===== src/rtl/scl_to_pkg.sv =====
package scl_to_pkg;

  // Counting is permitted only in a busy transfer that concerns this node.
  function automatic logic qualifies(input logic en, input logic lo_en,
                                     input logic hi_en, input logic busy,
                                     input logic master, input logic match);
    return en & (lo_en | hi_en) & busy & (master | match);
  endfunction

  // The present SCL level must be one the software asked to watch.
  function automatic logic level_selected(input logic scl, input logic lo_en,
                                          input logic hi_en);
    return scl ? hi_en : lo_en;
  endfunction

endpackage


===== src/rtl/scl_sync_edge.sv =====
module scl_sync_edge (
  input  logic clk,
  input  logic rst_n,
  input  logic scl_raw,
  output logic scl_sync,
  output logic scl_edge
);
  logic meta_q, sync_q, hist_q;

  // Idle bus level is high, so the chain resets to 1.
  always_ff @(posedge clk or negedge rst_n) begin
    if (!rst_n) begin
      meta_q <= 1'b1;
      sync_q <= 1'b1;
      hist_q <= 1'b1;
    end else begin
      meta_q <= scl_raw;
      sync_q <= meta_q;
      hist_q <= sync_q;
    end
  end

  assign scl_sync = sync_q;
  assign scl_edge = sync_q ^ hist_q;
endmodule


===== src/rtl/to_counter.sv =====
module to_counter #(
  parameter int LONG_W  = 16,
  parameter int SHORT_W = 14
) (
  input  logic              clk,
  input  logic              rst_n,
  input  logic              clear_i,
  input  logic              step_i,
  input  logic              short_i,
  output logic [LONG_W-1:0] cnt_o,
  output logic              ovf_o
);
  localparam logic [LONG_W-1:0] LONG_TERM  = {LONG_W{1'b1}};
  localparam logic [LONG_W-1:0] SHORT_TERM = LONG_W'((64'd1 << SHORT_W) - 64'd1);

  logic [LONG_W-1:0] cnt_q;
  logic              sat_q;
  logic [LONG_W-1:0] term;
  logic              at_term;

  assign term    = short_i ? SHORT_TERM : LONG_TERM;
  // ">=" covers a switch from long to short mode in mid-count.
  assign at_term = (cnt_q >= term);
  assign ovf_o   = step_i & at_term & ~sat_q & ~clear_i;

  always_ff @(posedge clk or negedge rst_n) begin
    if (!rst_n) begin
      cnt_q <= '0;
      sat_q <= 1'b0;
    end else if (clear_i) begin
      cnt_q <= '0;
      sat_q <= 1'b0;
    end else if (step_i) begin
      if (at_term) sat_q <= 1'b1;
      else         cnt_q <= cnt_q + 1'b1;
    end
  end

  assign cnt_o = cnt_q;
endmodule


===== src/rtl/scl_stuck_timeout.sv =====
module scl_stuck_timeout #(
  parameter int LONG_W  = 16,
  parameter int SHORT_W = 14
) (
  input  logic clk,
  input  logic rst_n,
  input  logic scl_in,
  input  logic tick,
  input  logic bus_busy,
  input  logic is_master,
  input  logic addr_match,
  input  logic to_en,
  input  logic short_mode,
  input  logic cnt_lo_en,
  input  logic cnt_hi_en,
  input  logic flag_clr,
  output logic to_pulse,
  output logic to_flag
);
  import scl_to_pkg::*;

  logic              scl_s;
  logic              edge_w;
  logic              qual_w;
  logic              step_w;
  logic              ovf_w;
  logic [LONG_W-1:0] cnt_w;
  logic              pulse_q, flag_q;

  scl_sync_edge u_sync (
    .clk      (clk),
    .rst_n    (rst_n),
    .scl_raw  (scl_in),
    .scl_sync (scl_s),
    .scl_edge (edge_w)
  );

  assign qual_w = qualifies(to_en, cnt_lo_en, cnt_hi_en, bus_busy, is_master, addr_match);
  assign step_w = tick & level_selected(scl_s, cnt_lo_en, cnt_hi_en);

  to_counter #(.LONG_W(LONG_W), .SHORT_W(SHORT_W)) u_cnt (
    .clk     (clk),
    .rst_n   (rst_n),
    .clear_i (edge_w | ~qual_w),
    .step_i  (step_w),
    .short_i (short_mode),
    .cnt_o   (cnt_w),
    .ovf_o   (ovf_w)
  );

  // A timeout on the same edge as a clear wins over the clear.
  always_ff @(posedge clk or negedge rst_n) begin
    if (!rst_n) begin
      pulse_q <= 1'b0;
      flag_q  <= 1'b0;
    end else begin
      pulse_q <= ovf_w;
      if (ovf_w)         flag_q <= 1'b1;
      else if (flag_clr) flag_q <= 1'b0;
    end
  end

  assign to_pulse = pulse_q;
  assign to_flag  = flag_q;
endmodule


===== config.mk =====
export PLATFORM = sky130hd
export DESIGN_NAME = scl_stuck_timeout
export DESIGN_NICKNAME = d
export VERILOG_FILES = /design/src/rtl/scl_to_pkg.sv /design/src/rtl/scl_sync_edge.sv /design/src/rtl/to_counter.sv /design/src/rtl/scl_stuck_timeout.sv
export SDC_FILE = /design/constraint.sdc
export NUM_CORES = 1
export LEC_CHECK = 0
export ABC_AREA = 0
export ABC_CLOCK_PERIOD_IN_PS = 2650
export BUFFER_PORTS_ARGS = -buffer_cell sky130_fd_sc_hd__buf_2
export CAP_MARGIN = 20
export CORE_MARGIN = 5
export CORE_UTILIZATION = 56
export CTS_CLUSTER_DIAMETER = 200
export DETAILED_ROUTE_END_ITERATION = 16
export HOLD_SLACK_MARGIN = 0.06
export MAX_ROUTING_LAYER = met4
export PLACE_DENSITY = 0.86
export SLEW_MARGIN = 10
export SYNTH_ARGS = -nofsm -noshare
export SYNTH_HDL_FRONTEND = slang
export SYNTH_SLANG_ARGS = --single-unit
export TNS_END_PERCENT = 20

===== constraint.sdc =====
create_clock -name clk -period 2.65 [get_ports clk]
set_clock_uncertainty 0.05 [all_clocks]
set_input_delay 0.1325 -clock clk [delete_from_list [all_inputs] [get_ports clk]]
set_output_delay 0.1325 -clock clk [all_outputs]
set_load 0.05 [all_outputs]

==> summary.txt <==
Finish
  – Diode count: 0
  – Layout cell share with drive strength beyond 1: 0.222
  – Layout fillers: 148
  – Area Overhead vs Synth: 14.7%
  – Final instance area: between 1000 and 1500 um2
  – Final net count: 151

STA
  – Measured slew at the worst slew-check pin: 0.744 ns
  – Fin crit share: 0.828
  – Final setup vio count: 0
  – Min cycle time layout: 2.19 ns
  – Slew margin rel.: 0.504
  – Final number of max-transition violations: 0
  – Final Hold Fails: 0
  – Peak Freq: ~0.46 GHz
  – RSZ-0062 raised after global routing: false
  – TNS Setup: 0 ns

Pwr
  – Worst IR drop on VDD: approximately 0.37 mV
  – Int Pwr: between 0.4 and 0.5 mW
  – NetSw: roughly 0.12 mW
  – Net Sw Frac: 0.220
  – Leak: approximately 0.57 nW
  – Sequential share of power: 0.605
  – Power per cell area: approximately 420 nW/um2
  – Combinational share of power: 0.070
  – Clock share of power: 0.325

Yosys
  – Yosys reg bits: 22
  – Post-synth EDFFs: 0
  – Top cells by area, synth: dfrtp_1 41%, xnor2_1 9.0%, dfstp_2 6.7%
  – Synth cell count leaders: 19 x dfrtp_1, 18 x nor2_1, 12 x xnor2_1
  – Sequential share of the synthesized area: 0.474
  – Synthesized cell area: 1170 um2
  – Top-count cell post-synth: dfrtp_1
  – Syn avg cell area: a little over 10 um2
  – Top FF cell, synth: dfrtp_1
  – Syn nets: approximately 130
  – Top cell type by total area after synthesis: dfrtp_1
  – Asr flop ratio synth: 1.00
  – Syn Inst Count: between 100 and 150
  – Synth top area share: 0.406
  – Post-synthesis cell type count: 37
  – YS warnings: 0

CTS
  – CTS tree: done
  – Longest Clk Path Bufs: 2
  – Clock slew at reported path FFs: 0.12 ns
  – CTS sink count: 22
  – Num CTS Buffers: 3
  – H-tree depth: 1
  – Post-CTS setup repair buffer count: 0
  – Clk_lat worst skew: a little over 0.3 ns
  – CTS Root Cell: clkbuf_4

Run status
  – Status: finished, final reports clean

Worst setup path
  – CP arrival: around 2.4 ns
  – Critical path startpoint: u_cnt.cnt_o[15]
  – Endpoint type of the worst setup path: register
  – Worst setup SP type: register
  – Worst EP required: ~2.8 ns
  – Worst R2R Start: u_cnt.cnt_o[15]
  – CP bufs+invs: 1
  – CP peak stage delay: 0.42 ns
  – CP Cell Sequence: ha_1, a21oi_1, nand3b_1, buf_4, nor3_1, a211oi_1, a31o_1
  – CP Max Fanout: 13
  – Highest-delay cell along the critical path: dfrtp_1
  – CP top delay family: compound AO/OA/AOI/OAI gates
  – R2r setup slk: 0.46 ns
  – Crit path kind: reg -> reg

Routing
  – Wirelength per Cell: 14.3 um
  – Vias per cell: around 5.7
  – Final ANT Viol Nets: 0
  – Vias post-DR: between 900 and 1,000
  – Drt total wl: ~2300 um
  – Drt pass-1 iters: 4
  – Post-route DRC: 0
  – First DRT Iteration DRCs: 38

Job
  – Max cap viols: 0

Global routing
  – Initial antenna violation count: 0
  – Overflow after GRT: 0
  – Total track usage: 0.163
  – Largest net degree at the start of global routing: 23
  – Vias in the first global route: between 900 and 1,000
  – First-pass GRT wire length: about 4000 um

Min path
  – Hold Path Class: in -> async

Place
  – Port bufs: 13
  – Post-DP HPWL: 1720 um
  – Placed inst area: 1260 um2
  – Gpl congestion: 0.849

Floorplan
  – Core area: 1980 um2
  – Die Height: about 56 um
  – I/O pin cnt: 14
  – FP Rows: 16
  – Die area: roughly 3100 um2
  – Die Width: between 50 and 60 um
  – Starting density of the core: 0.590
## power groups by stage
stage / logic (mW) / registers [mW] / clock network, mW
2_1_floorplan: 0.0154 / 0.348 / 0
4_1_cts: 0.0401 / 0.342 / 0.188
5_1_grt: 0.0441 / 0.342 / 0.198
3_5_place_dp: 0.0354 / 0.348 / 0
6_report: 0.0393 / 0.342 / 0.184
3_3_place_gp: 0.0334 / 0.348 / 0
## metal layers
layer / global-route usage / vias up / wire length (um)
met5: - / - / 0
met4: 0.0729 / 0 / 55
met3: 0.0325 / 7 / 77
met2: 0.292 / 19 / 1260
met1: 0.172 / 448 / 925
li1: - / 456 / -
## worst register-to-register path, stage by stage (launching register included)
cell and delay, ns:
dfrtp_1 0.42, ha_1 0.31, a21oi_1 0.22, nand3b_1 0.14, buf_4 0.20, nor3_1 0.39
a211oi_1 0.14, a31o_1 0.21
## registers in the layout (all words and copies together), names as in the netlist
name and flops:
u_sync.hist_q 1, u_sync.meta_q 1, u_cnt.cnt_o 16, to_pulse 1
to_flag 1, u_sync.scl_sync 1, u_cnt.sat_q 1
## placed cells by master, fill, tap and decap left out, drive strengths merged, types with 2 or more instances in the layout
cell / count
nand3b: 2
dfrtp: 19
nand4: 3
nor2: 18
and3: 2
nor4: 7
a21oi: 3
dlygate4sd3: 4
nand3: 6
ha: 3
inv: 5
buf: 14
dfstp: 3
and4: 2
nor3: 7
a211oi: 2
xnor2: 12
nand2: 6
a31o: 2
clkbuf: 4
## layout make-up
cell class / count / area [um2] / share of cell area
well taps: 27 / 33.8 / 0.0252
multi-input cells: 86 / 586 / 0.437
repair buffers: 18 / 113 / 0.0840
inverters: 5 / 18.8 / 0.0140
flip-flops and latches: 22 / 554 / 0.413
clock buffers: 4 / 36.3 / 0.0271
## per-stage QoR
stage                     cells  setup slack, ns  power, mW   util  hold slack (ns)
final                       162            0.456      0.565  0.677            0.238
after global routing        162            0.327      0.585  0.677            0.287
after CTS                   162            0.443      0.570  0.677            0.258
after detailed placement    154            0.472      0.384  0.638           0.0696
after global placement      154            0.489      0.381  0.638           0.0588
after floorplan             116            0.760      0.363      -           -0.213
## path summary, 6_finish.rpt
kind	endpoint	cells past startpoint
min in group clk	u_sync.scl_sync	0
max in group asynchronous	u_sync.meta_q	2
hold / removal	u_cnt.cnt_o[15]	2
setup reg to reg	u_cnt.cnt_o[9]	7
setup / recovery	u_cnt.cnt_o[9]	7
hold reg to reg	u_sync.scl_sync	0
## kinds of logic after synthesis
| kind of cell | share of synthesized area |
|---|---|
| adders and majority gates | 0.0321 |
| muxes | 0.00856 |
| and+or+nand+nor | 0.281 |
| AOI/OAI and AO/OA | 0.0813 |
| DFF | 0.474 |
| buffers and inverters | 0.0257 |
| xor gates and xnor gates | 0.0973 |
## timing repair
| item | CTS | global route |
|---|---|---|
| resized for setup | 0 | 0 |
| endpoints found under the hold margin | 25 | 0 |
| hold buffers | 4 | 0 |
Note: power is estimated with default switching activity, not from simulation.
